==> config.mk <==
export PLATFORM = sky130hd
export DESIGN_NAME = ow_rom_search
export DESIGN_NICKNAME = d
export VERILOG_FILES = /design/src/rtl/ow_search_pkg.sv /design/src/rtl/ows_step_counter.sv /design/src/rtl/ows_branch.sv /design/src/rtl/ows_id_reg.sv /design/src/rtl/ow_rom_search.sv
export SDC_FILE = /design/constraint.sdc
export NUM_CORES = 1
export LEC_CHECK = 0
export CAP_MARGIN = 20
export CORE_UTILIZATION = 59
export CTS_CLUSTER_DIAMETER = 30
export CTS_CLUSTER_SIZE = 14
export DETAILED_ROUTE_END_ITERATION = 12
export GPL_ROUTABILITY_DRIVEN = 0
export PLACE_DENSITY = 0.86
export SKIP_LAST_GASP = 1
export SLEW_MARGIN = 0
export SYNTH_ARGS = -nofsm -noshare
export SYNTH_HDL_FRONTEND = slang
export SYNTH_SLANG_ARGS = --single-unit
==> constraint.sdc <==
create_clock -name clk -period 3.8 [get_ports clk]
set_input_delay 0.57 -clock clk [delete_from_list [all_inputs] [get_ports clk]]
set_output_delay 0.57 -clock clk [all_outputs]
set_load 0.01 [all_outputs]
==> src/rtl/ow_search_pkg.sv <==
package ow_search_pkg;

    typedef enum logic [1:0] {
        SLOT_RESET = 2'd0,
        SLOT_READ  = 2'd1,
        SLOT_WR0   = 2'd2,
        SLOT_WR1   = 2'd3
    } slot_op_t;

    typedef enum logic [2:0] {
        IDLE    = 3'd0,
        BUS_RST = 3'd1,
        CMD     = 3'd2,
        RD_TRUE = 3'd3,
        RD_CMPL = 3'd4,
        WR_DIR  = 3'd5,
        FINISH  = 3'd6
    } srch_state_t;

endpackage

==> src/rtl/ows_step_counter.sv <==
module ows_step_counter #(
    parameter int W    = 3,
    parameter int LAST = 7
) (
    input  logic         clk,
    input  logic         rst_n,
    input  logic         clr,
    input  logic         inc,
    output logic [W-1:0] count_q,
    output logic         at_last
);
    localparam logic [W-1:0] LAST_V = W'(LAST);

    always_ff @(posedge clk or negedge rst_n) begin
        if (!rst_n)
            count_q <= '0;
        else if (clr)
            count_q <= '0;
        else if (inc)
            count_q <= count_q + 1'b1;
    end

    assign at_last = (count_q == LAST_V);
endmodule

==> src/rtl/ows_branch.sv <==
module ows_branch #(
    parameter int IDX_W = 6
) (
    input  logic [IDX_W-1:0] idx,
    input  logic [IDX_W-1:0] last_disc,
    input  logic             rd_true,
    input  logic             rd_cmpl,
    input  logic             prev_bit,
    output logic             abort,
    output logic             dir_bit,
    output logic             mark_disc
);
    always_comb begin
        abort     = 1'b0;
        dir_bit   = rd_true;
        mark_disc = 1'b0;
        if (rd_true && rd_cmpl) begin
            abort = 1'b1;
        end else if (!rd_true && !rd_cmpl) begin
            if (idx == last_disc) begin
                dir_bit = 1'b1;
            end else if (idx > last_disc) begin
                dir_bit   = 1'b0;
                mark_disc = 1'b1;
            end else begin
                dir_bit   = prev_bit;
                mark_disc = ~prev_bit;
            end
        end
    end
endmodule

==> src/rtl/ows_id_reg.sv <==
module ows_id_reg #(
    parameter int ID_W  = 64,
    parameter int IDX_W = 6
) (
    input  logic             clk,
    input  logic             rst_n,
    input  logic             wr_en,
    input  logic [IDX_W-1:0] wr_idx,
    input  logic             wr_bit,
    output logic [ID_W-1:0]  id_q
);
    for (genvar g = 0; g < ID_W; g++) begin : g_bit
        always_ff @(posedge clk or negedge rst_n) begin
            if (!rst_n)
                id_q[g] <= 1'b0;
            else if (wr_en && (wr_idx == IDX_W'(g)))
                id_q[g] <= wr_bit;
        end
    end
endmodule

==> src/rtl/ow_rom_search.sv <==
module ow_rom_search
    import ow_search_pkg::*;
#(
    parameter int          ID_W     = 64,
    parameter logic [7:0]  CMD_BYTE = 8'hF0,
    localparam int         IDX_W    = $clog2(ID_W)
) (
    input  logic             clk,
    input  logic             rst_n,
    input  logic             start,
    input  logic [IDX_W-1:0] prev_disc,
    output logic             slot_req,
    output logic [1:0]       slot_op,
    input  logic             slot_ack,
    input  logic             slot_rbit,
    output logic [ID_W-1:0]  rom_id,
    output logic [IDX_W-1:0] new_disc,
    output logic             fail,
    output logic             done,
    output logic             busy
);
    srch_state_t state_q, state_d;

    logic [2:0]       cmd_idx;
    logic             cmd_last;
    logic [IDX_W-1:0] idx;
    logic             idx_last;
    logic             a_q;
    logic [IDX_W-1:0] last_q;
    logic [IDX_W-1:0] disc_q;
    logic             fail_q;
    logic             abort, dir_bit, mark_disc;
    logic             go;
    logic             decide;
    logic             cmd_step, idx_step;

    assign go       = (state_q == IDLE) && start;
    assign decide   = (state_q == RD_CMPL) && slot_ack;
    assign cmd_step = (state_q == CMD) && slot_ack;
    assign idx_step = (state_q == WR_DIR) && slot_ack && !idx_last;

    ows_step_counter #(.W(3), .LAST(7)) u_cmd_cnt (
        .clk     (clk),
        .rst_n   (rst_n),
        .clr     (go),
        .inc     (cmd_step),
        .count_q (cmd_idx),
        .at_last (cmd_last)
    );

    ows_step_counter #(.W(IDX_W), .LAST(ID_W-1)) u_idx_cnt (
        .clk     (clk),
        .rst_n   (rst_n),
        .clr     (go),
        .inc     (idx_step),
        .count_q (idx),
        .at_last (idx_last)
    );

    ows_branch #(.IDX_W(IDX_W)) u_branch (
        .idx       (idx),
        .last_disc (last_q),
        .rd_true   (a_q),
        .rd_cmpl   (slot_rbit),
        .prev_bit  (rom_id[idx]),
        .abort     (abort),
        .dir_bit   (dir_bit),
        .mark_disc (mark_disc)
    );

    ows_id_reg #(.ID_W(ID_W), .IDX_W(IDX_W)) u_id (
        .clk    (clk),
        .rst_n  (rst_n),
        .wr_en  (decide && !abort),
        .wr_idx (idx),
        .wr_bit (dir_bit),
        .id_q   (rom_id)
    );

    // state register
    always_ff @(posedge clk or negedge rst_n) begin
        if (!rst_n)
            state_q <= IDLE;
        else
            state_q <= state_d;
    end

    // transitions
    always_comb begin
        state_d = state_q;
        unique case (state_q)
            IDLE:    if (start) state_d = BUS_RST;
            BUS_RST: if (slot_ack) state_d = CMD;
            CMD:     if (slot_ack && cmd_last) state_d = RD_TRUE;
            RD_TRUE: if (slot_ack) state_d = RD_CMPL;
            RD_CMPL: if (slot_ack) state_d = abort ? FINISH : WR_DIR;
            WR_DIR:  if (slot_ack) state_d = idx_last ? FINISH : RD_TRUE;
            FINISH:  state_d = IDLE;
            default: state_d = IDLE;
        endcase
    end

    // datapath registers
    always_ff @(posedge clk or negedge rst_n) begin
        if (!rst_n) begin
            a_q    <= 1'b0;
            last_q <= '0;
            disc_q <= '0;
            fail_q <= 1'b0;
        end else if (go) begin
            last_q <= prev_disc;
            disc_q <= '0;
            fail_q <= 1'b0;
        end else begin
            if ((state_q == RD_TRUE) && slot_ack)
                a_q <= slot_rbit;
            if (decide && abort) begin
                fail_q <= 1'b1;
                disc_q <= '0;
            end else if (decide && mark_disc) begin
                disc_q <= idx;
            end
        end
    end

    // outputs
    always_comb begin
        slot_req = 1'b0;
        slot_op  = SLOT_RESET;
        unique case (state_q)
            BUS_RST: begin
                slot_req = 1'b1;
                slot_op  = SLOT_RESET;
            end
            CMD: begin
                slot_req = 1'b1;
                slot_op  = CMD_BYTE[cmd_idx] ? SLOT_WR1 : SLOT_WR0;
            end
            RD_TRUE, RD_CMPL: begin
                slot_req = 1'b1;
                slot_op  = SLOT_READ;
            end
            WR_DIR: begin
                slot_req = 1'b1;
                slot_op  = rom_id[idx] ? SLOT_WR1 : SLOT_WR0;
            end
            IDLE, FINISH: begin
                slot_req = 1'b0;
                slot_op  = SLOT_RESET;
            end
            default: begin
                slot_req = 1'b0;
                slot_op  = SLOT_RESET;
            end
        endcase
    end

    assign done     = (state_q == FINISH);
    assign busy     = (state_q != IDLE);
    assign fail     = fail_q;
    assign new_disc = disc_q;
endmodule

======== Yosys cells after proc, flatten, opt, wreduce, memory -nomap -nowiden ========
Memory sizes are Yosys's and may differ from the RTL's.
Cells that the tools add are included.
storage, ports and cells
  register bits ........................... 90
  latch bits .............................. 0
  memory bits (writable) .................. 0
  memory bits (read-only) ................. 8
  input bits .............................. 11
  logic and storage cells ................. 281
  memories kept ........................... 1
memories
  memory            depth  width  rd ports  clocked after Yosys merged registers in  write ports  RTL line              text
  (name not given)  8      1      1         0                                        0            ow_rom_search.sv:137  slot_op = CMD_BYTE[cmd_idx] ? SLOT_WR1 : SLOT_WR0;
cells by class
  add/subtract/negate cells ............... 2
  $mul .................................... 0
  divide/modulo/power cells ............... 0
  $lt $le $gt $ge ......................... 3
  eq/ne operators ......................... 77
  shift operators ......................... 0
  multiplexer cells ....................... 34
  bitwise operators ....................... 2
  reductions and logical operators ........ 91
operators by type and width
  kind                                                         number
  equality test 6 bit (second input constant)                  32
  equality test 6 x 5 -> 1 bit (second input constant)         16
  logical AND 1 bit                                            76
  equality test 6 x 4 -> 1 bit (second input constant)         8
  two-way mux 6 bit                                            5
  two-way mux 3 bit                                            9
  equality test 6 x 3 -> 1 bit (second input constant)         4
  case mux 3 bit (6 select lines)                              1
  two-way mux 1 bit                                            16
  equality test 3 bit (second input constant)                  4
  equality test 6 x 2 -> 1 bit (second input constant)         2
  != test 2 bit (second input constant)                        5
  less-than comparator 6 x 7 -> 1 bit (second input constant)  1
  adder 6 x 1 -> 6 bit (second input constant)                 1
  binary-select mux 1 bit (select 6 bit)                       1
  equality test 3 x 2 -> 1 bit (second input constant)         2
  equality test 6 x 1 -> 1 bit (second input constant)         1
  equality test 6 bit                                          1
  greater-than comparator 6 bit                                1
  logical NOT 6 bit                                            1
  case mux 2 bit (3 select lines)                              1
  AND reduction 6 bit                                          1
  nonzero test 2 bit                                           3
  nonzero test 3 bit                                           2
  11 further kinds                                             15

======== Longest topological paths before layout ========
Gate-level depths: netlist (run 1).
  depth after elaboration ................. 11
  gate-level depth with buffers ........... 11
  mapped depth without buffers ............ 8

======== Cells and area by module ========
From an unflattened synthesis (run 1), not the netlist that was laid out.
second synthesis, totals
  cells, all modules ...................... 426
  area total of the unflattened synthesis .. 4982.3 um^2
modules (own cells, without submodules)
  module                        instances  cells each  area an instance (um^2)  sequential area each (um^2)
  ows_id_reg                    1          231         2886.5                   1601.5
  ow_rom_search                 1          131         1482.7                   425.4
  ows_step_counter (u_idx_cnt)  1          28          281.5                    150.1
  ows_branch                    1          25          191.4                    0.0
  ows_step_counter (u_cmd_cnt)  1          11          140.1                    75.1

======== Worst setup path after synthesis (run 1) ========
OpenSTA, ideal clock, no wires.
  path type ............................... register to register
  start point ............................. register u_idx_cnt.count_q[0]
  end point ............................... register u_id.id_q[15]
  library setup time ...................... 104 ps
  data arrival time ....................... 2335 ps
  slack ................................... 1362 ps
  stages on the path, launching flop included .. 12
  clock period less this slack ............ 2438 ps
  cell sequence ........................... dfrtp_1 > buf_6 > buf_4 > inv_1 > ha_1 > nor2b_1 > o21a_1 > o21a_1 > o21ai_1 > a31oi_4 > buf_4 > o41ai_2
on the way
  word-level cells in the longest chain between the ends .. 6
ends and longest elaborated chain
  what                                     RTL line                text
  from (decl)                              ows_step_counter.sv:9   output logic [W-1:0] count_q,
  from (signal assigned)                   ows_step_counter.sv:20  count_q <= count_q + 1'b1;
  binary-select mux 1 bit (select 6 bit)   ow_rom_search.sv:65     .prev_bit (rom_id[idx]),
  two-way mux 1 bit (not written as such)  ow_rom_search.sv:65
  two-way mux 1 bit                        ows_branch.sv:22        end else if (idx > last_disc) begin
  two-way mux 1 bit                        ows_branch.sv:20        if (idx == last_disc) begin
  two-way mux 1 bit                        ows_branch.sv:19        end else if (!rd_true && !rd_cmpl) begin
  two-way mux 1 bit                        ows_branch.sv:17        if (rd_true && rd_cmpl) begin
  to (signal, indexed assignment)          ows_id_reg.sv:17        id_q[g] <= wr_bit;
  to (decl)                                ows_id_reg.sv:10        output logic [ID_W-1:0] id_q
Several ways; a longest one is shown, not always the timed one. The select of a mux whose other input is x is not followed.
A chain may end at the register's enable or synchronous reset.

======== Worst setup path after layout (run 1) ========
  start point ............................. register u_idx_cnt.count_q[0]
  end point ............................... output slot_op[0]
on the way
  word-level cells in the longest chain between the ends .. 4
ends and longest elaborated chain
  what                                     RTL line              text
  binary-select mux 1 bit (select 6 bit)   ow_rom_search.sv:145  slot_op = rom_id[idx] ? SLOT_WR1 : SLOT_WR0;
  two-way mux 1 bit (not written as such)  ow_rom_search.sv:145
  two-way mux 1 bit                        ow_rom_search.sv:145
  case mux 2 bit (3 select lines)          ow_rom_search.sv:130  unique case (state_q)
  to (decl)                                ow_rom_search.sv:13   output logic [1:0] slot_op,
Every way passes these cells. The select of a mux whose other input is x is not followed.

==> results.md, run 1 <==
* Run status: complete, no violations
* Placed instance count at 721
* CP arrival at 3.03 ns
* Synth top area share at 40.5%
* Total Routing Usage GR at 30.4%
* FF-to-FF Start: u_idx_cnt.count_q[0]
* Total CTS buffers at 9
* Slack of the critical path at 0.198 ns
* Worst reg2reg path depth at 10
* Ys async rst share at 100%
* Post-DP HPWL at ~9800 microns
* Pre-CTS WS at between 0.5 and 0.6 ns
* Synth Flop Type: dfrtp_1
* Later-pin clock latency in the skew report at 0.37 ns
* Final ANT Viol Nets at 0
* H-tree depth at 3
* Final Non-Filler Cells at approximately 740
* Pin count of the biggest net entering global routing at 67
* Root Buffer: clkbuf_8
* CP Launch Type: flip-flop
* Maximum vdd drop at 591 uV
* Final hold violation count at 0
* Critical path class: reg -> out
* Reg2reg end: u_id.id_q[27]
* Layout cells sized above 1 at 12.3%
* Post-Syn Area at ~5600 sq um
* Most common cell in the netlist: dfrtp_1
* First-pass GRT wire length at 23300 microns
* Pwr Total at 3.08 mW
* Critical Path Sink Type: output port
* Layout area overhead at 19.6%
* Cell variety after synth at 50
* Die height at 99.1 microns
* Total wire length at 14500 microns
* Crit path max fanout at 23
* Vias in the first global route at 4552
* Cells after synthesis at around 550
* # diodes at 0
* Final #Nets at 646
* Core Box Area at 9200 sq um
* Start point of the critical path: u_idx_cnt.count_q[0]
* Initial antenna violation count at 0
* Fin area at ~6600 sq um
* Max-cap viol count at 0
* Period utilisation layout at 94.8%
* Port buffer count at between 80 and 90
* CP endpoint: slot_op[0]
* Synth Register Bits at 90
* EDFF count, synth at 0
* Seq/Total Area, Yosys at 40.5%
* Syn nets at 578
* Worst reg2reg setup slack at 0.50 ns
* Syn Area/Cell at 10.0 sq um
* DRC violations left at 0
* Final min period at roughly 3.6 ns
* Drt first pass iters at 5
* Site row count at 35
* Slew @ Worst Pin at 1.02 ns
* Grt ovf at 0
* Yosys warnings at 0
* CTS sink count at 90
* Slew headroom at 32.2%
* DR vias at 4691
* Die width at 99.1 microns
* Setup Viol. Count Final at 0
* Fin Setup TNS at 0 ns
* Worst Path Required at 3.23 ns
* Top Ports at 87
* Drt via density at around 6.4
* CTS clk-pin slew, worst paths at 0.09 ns
* Starting DRT DRC Count at 434
* CTS tree: yes
* Avg WL per Cell at 19.6 microns
* Fill cell count at 680
* Placed Area at 6400 sq um
* Skew final at 0.0163 ns
* Top post-synthesis cells by count: dfrtp_1, mux2i_1, nor2_1
* Power Density at 463 nW/um^2
* Synth top area cells: dfrtp_1, mux2i_1, a31oi_2, nor2_1, nand2_1
* Post-synth top area cell: dfrtp_1
* RSZ-0062 raised after global routing: false
* Max-slew violation count at 0
* Worst Hold Class: in -> async
* Initial Util at 60.4%
* Max Freq at 278 MHz
* Pleak at roughly 2.6 nW
* CTS max path bufs at 2
* Die ar. at 9810 sq um
* Setup Buffers After CTS at 0
-- cell usage in the layout (no fill, tap or decap), types with 3 or more instances in the layout --
cell type,n
nand3_1,20
o41ai_1,6
o21a_1,3
nor2_1,64
a21oi_1,25
o21ai_0,29
and3_1,5
mux2i_1,84
a22oi_1,12
clkdlybuf4s50_1,85
o41ai_2,11
dfrtp_1,89
clkbuf_8,10
o31ai_1,3
a31oi_2,29
ha_1,13
a31oi_1,6
inv_1,14
xnor2_1,5
buf_4,9
nand2b_1,5
nand2_1,49
nor2b_1,7
nor3_1,5
-- stage by stage --
| step | hold WS, ns | util (%) |
|---|---|---|
| 2_1_floorplan | 0.274 | - |
| 3_3_place_gp | 0.486 | 69.6 |
| 3_5_place_dp | 0.506 | 69.6 |
| 4_1_cts | 0.324 | 72.1 |
| 5_1_grt | 0.372 | 72.3 |
| 6_report | 0.304 | 72.3 |
-- where the power goes --
| part | switching, mW | total (mW) | internal [mW] |
|---|---|---|---|
| Sequential | 0.143 | 1.18 | 1.04 |
| Combinational | 0.729 | 1.15 | 0.423 |
| Clock | 0.358 | 0.748 | 0.390 |
| Total | 1.23 | 3.08 | 1.85 |
-- worst max-delay path, cell delays in order, from the launching register on --
cell             delay (ns)
dfrtp_4                0.64
mux2i_1                0.19
a22oi_1                0.20
a21boi_1               0.12
nor4_4                 0.50
mux2i_1                0.16
a31oi_1                0.25
clkdlybuf4s50_1        0.58
-- layout make-up --
type                            count  area [sq um]  share of cell area, %
Multi-Input combinational cell    410          3020                   45.4
Inverter                           15          56.3                  0.847
Timing Repair Buffer               96           953                   14.3
Clock buffer                       10           138                   2.07
Sequential cell                    90          2260                   33.9
Clock inverter                      6          88.8                   1.34
Tap cell                          111           139                   2.09
-- cell families (layout without fill, tap and decap cells) --
| family | count (synthesis) | count (layout) | share of synthesized area [%] |
|---|---|---|---|
| AND/OR/NAND/NOR | 168 | 168 | 13.9 |
| AO/OA/AOI/OAI | 139 | 139 | 21.4 |
| flip-flops | 90 | 90 | 40.5 |
| multiplexers | 85 | 85 | 15.3 |
| buffers and inverters | 54 | 127 | 5.20 |
| adder cells (fa/ha/maj) | 13 | 13 | 2.93 |
| XOR/XNOR | 5 | 5 | 0.788 |
-- registers in the layout, summed over array words and instances (netlist names) --
name and cells:
fail 1, a_q 1, state_q 3, new_disc 6
u_cmd_cnt.count_q 3, last_q 6, u_idx_cnt.count_q 6, u_id.id_q 64
-- how the worst min path moves through the flow --
stage | to | slack, ns | depth (start not counted)
CTS | u_id.id_q[18] | 0.32 | 1
global placement | u_cmd_cnt.count_q[0] | 0.49 | 1
finish | last_q[4] | 0.30 | 1
floorplan | a_q | 0.27 | 0
detailed placement | last_q[0] | 0.51 | 2
global route | last_q[4] | 0.37 | 1
-- routing by layer --
layer / part of all wire [%] / vias to the layer above / global-route usage, %
li1: - / 2157 / -
met2: 47 / 214 / 46.9
met4: 2.2 / 0 / 12.0
met5: 0 / - / 0
met1: 44 / 2289 / 42.1
met3: 6.4 / 31 / 6.24
-- timing repair --
action,CTS,global route
hold buffers,0,0
gates resized for setup,0,1
hold endpoints to repair,0,0
setup endpoints to repair,0,1
(Power assumes the default switching activity.)
==> run 2: changes to the inputs <==
--- a/config.mk
+++ b/config.mk
@@ -12,6 +12,7 @@
 export DETAILED_ROUTE_END_ITERATION = 12
 export GPL_ROUTABILITY_DRIVEN = 0
 export PLACE_DENSITY = 0.86
+export SETUP_SLACK_MARGIN = 0.3
 export SKIP_LAST_GASP = 1
 export SLEW_MARGIN = 0
 export SYNTH_ARGS = -nofsm -noshare
==> run 2 against run 1 <==
Compared with the run above: combinational power increased by 8%; sequential share of layout area decreased by 0.27 points; fmax increased by 6.1%; die area unchanged; final cell count increased by 0.54%; critical path type unchanged.
==> results.md, run 2 (same netlist as run 1, synthesis figures left out) <==
* Pleak at 2.66 nW (was 2.64 nW)
* Starting DRT DRC Count at 406 (was 434)
* Met3 global-route usage at 6.67% (was 6.24%)
* Met1 Use GR at 42.2% (was 42.1%)
* Skew final at 0.0183 ns (was 0.0163 ns)
* Layout area overhead at 20.6% (was 19.6%)
* Avg WL per Cell at 19.9 microns (was 19.6 microns)
* Slack of the critical path at 0.407 ns (was 0.198 ns)
* Die ar. at 9810 sq um (unchanged)
* RSZ-0062 raised after global routing: false (unchanged)
* Max reg flops at 64 (unchanged)
* Critical path class: reg -> out (unchanged)
* Vias in the first global route at 4569 (was 4552)
* Met2 GRT Util at 47.7% (was 46.9%)
* Root Buffer: clkbuf_8 (unchanged)
* Most flop-heavy register: u_id.id_q (unchanged)
* Fin Setup TNS at 0 ns (unchanged)
* Drt via density at 6.41 (was 6.36)
* Layout cells sized above 1 at 13.6% (was 12.3%)
* Grt ovf at 0 (unchanged)
* Later-pin clock latency in the skew report at 0.37 ns (about the same)
* Final min period at 3.39 ns (was 3.60 ns)
* Worst Hold Class: in -> async (unchanged)
* Core Box Area at 9200 sq um (unchanged)
* DRC violations left at 0 (unchanged)
* CTS tree: yes (unchanged)
* Power Density at 467 nW/um^2 (was 463 nW/um^2)
* Top Ports at 87 (unchanged)
* Hold Buf Count CTS at 0 (unchanged)
* Total Routing Usage GR at 30.8% (was 30.4%)
* Drt first pass iters at 7 (was 5)
* Max Freq at 295 MHz (was 278 MHz)
* Worst Path Required at 3.23 ns (about the same)
* Crit path max fanout at 11 (was 23)
* Crit path buffers/inverters at 2 (was 1)
* CP Launch Type: flip-flop (unchanged)
* Slew @ Worst Pin at 1.03 ns (was 1.02 ns)
* Port buffer count at 86 (unchanged)
* Initial antenna violation count at 0 (unchanged)
* Die width at 99.1 microns (unchanged)
* Fill cell count at 661 (was 680)
* Setup Viol. Count Final at 0 (unchanged)
* Pre-CTS WS at 0.514 ns (unchanged)
* H-tree depth at 3 (unchanged)
* Maximum vdd drop at 566 uV (was 591 uV)
* Commonest non-fill, non-tap cell in the layout: dfrtp_1 (unchanged)
* Post-DP HPWL at 9830 microns (unchanged)
* Cells along the critical path: buf_12 -> mux2i_1 -> a22oi_1 -> a21boi_1 -> nor4_4 -> mux2i_1 -> a31oi_1 -> clkdlybuf4s50_1 (was mux2i_1 -> a22oi_1 -> a21boi_1 -> nor4_4 -> mux2i_1 -> a31oi_1 -> clkdlybuf4s50_1)
* Final hold violation count at 0 (unchanged)
* Critical Path Sink Type: output port (unchanged)
* Commonest cells after routing, fill and taps aside: dfrtp_1, clkdlybuf4s50_1, mux2i_1 (unchanged)
* Period utilisation layout at 89.3% (was 94.8%)
* Final #Nets at 650 (was 646)
* Final ANT Viol Nets at 0 (unchanged)
* # diodes at 0 (unchanged)
* CTS max path bufs at 2 (unchanged)
* GR peak layer: met2 (unchanged)
* First-pass GRT wire length at 23500 microns (was 23300 microns)
* DR vias at 4754 (was 4691)
* Pin count of the biggest net entering global routing at 67 (unchanged)
* Slowest-stage cell, CP: clkdlybuf4s50_1 (was dfrtp_4)
* Total wire length at 14700 microns (was 14500 microns)
* Die height at 99.1 microns (unchanged)
* CP arrival at 2.82 ns (was 3.03 ns)
* CP delay by family, top: buffers and inverters (was flip-flops)
* CTS sink count at 90 (unchanged)
* Site row count at 35 (unchanged)
* Critical path's largest stage delay at 0.58 ns (was 0.64 ns)
* Max-slew violation count at 0 (unchanged)
* Slew headroom at 31.6% (was 32.2%)
* Most common cell on crit path: mux2i_1 (unchanged)
* CTS clk-pin slew, worst paths at 0.09 ns (about the same)
* Max-cap viol count at 0 (unchanged)
* Run status: complete, no violations (unchanged)
* Total CTS buffers at 9 (unchanged)
* Initial Util at 60.4% (unchanged)
## run 2: per-layer routing
metal / part of all wire, % / up-vias
met5: 0 / -
met4: 2.5 / 0
met3: 7.5 / 45
met2: 46 / 217
met1: 44 / 2328
li1: - / 2164
## run 2: power by group
part | internal, mW | switching [mW]
Sequential | 1.04 | 0.101
Clock | 0.390 | 0.358
Combinational | 0.453 | 0.789
## run 2: worst paths after layout
check / cells past startpoint / slack [ns] / start / end
worst min-delay path: 1 / 0.31 / rst_n / u_cmd_cnt.count_q[1]
worst min register to register: 1 / 0.52 / u_cmd_cnt.count_q[0] / u_cmd_cnt.count_q[0]
worst max-delay path: 8 / 0.41 / u_idx_cnt.count_q[0] / slot_op[0]
max in group asynchronous: 2 / 2.60 / rst_n / u_id.id_q[24]
min in group clk: 1 / 0.52 / u_cmd_cnt.count_q[0] / u_cmd_cnt.count_q[0]
worst max register to register: 9 / 0.62 / u_idx_cnt.count_q[0] / u_id.id_q[27]
## run 2: timing repair
action / CTS / global route
resized for setup: 1 / 6
buffers inserted: 2 / 2
endpoints found under the setup margin: 1 / 1
pin swaps: 1 / 1
## run 2: metrics by stage
step | power [mW] | hold WS [ns] | cell area [sq um] | util (%) | std cells
2_1_floorplan | 2.06 | 0.274 | 5560 | - | 554
3_3_place_gp | 2.28 | 0.486 | 6400 | 69.6 | 721
3_5_place_dp | 2.32 | 0.506 | 6400 | 69.6 | 721
4_1_cts | 3.08 | 0.324 | 6650 | 72.3 | 739
5_1_grt | 3.28 | 0.370 | 6710 | 72.9 | 742
6_report | 3.13 | 0.306 | 6710 | 72.9 | 742
## run 2: cell type report
| class | instances | area, sq um | share of cell area, % |
|---|---|---|---|
| clock buffer | 10 | 138 | 2.05 |
| clock inverter | 6 | 88.8 | 1.32 |
| inverter | 15 | 56.3 | 0.840 |
| multi-input combinational | 410 | 3030 | 45.1 |
| sequential | 90 | 2260 | 33.7 |
| tap | 111 | 139 | 2.07 |
| timing repair buffer | 100 | 1000 | 14.9 |
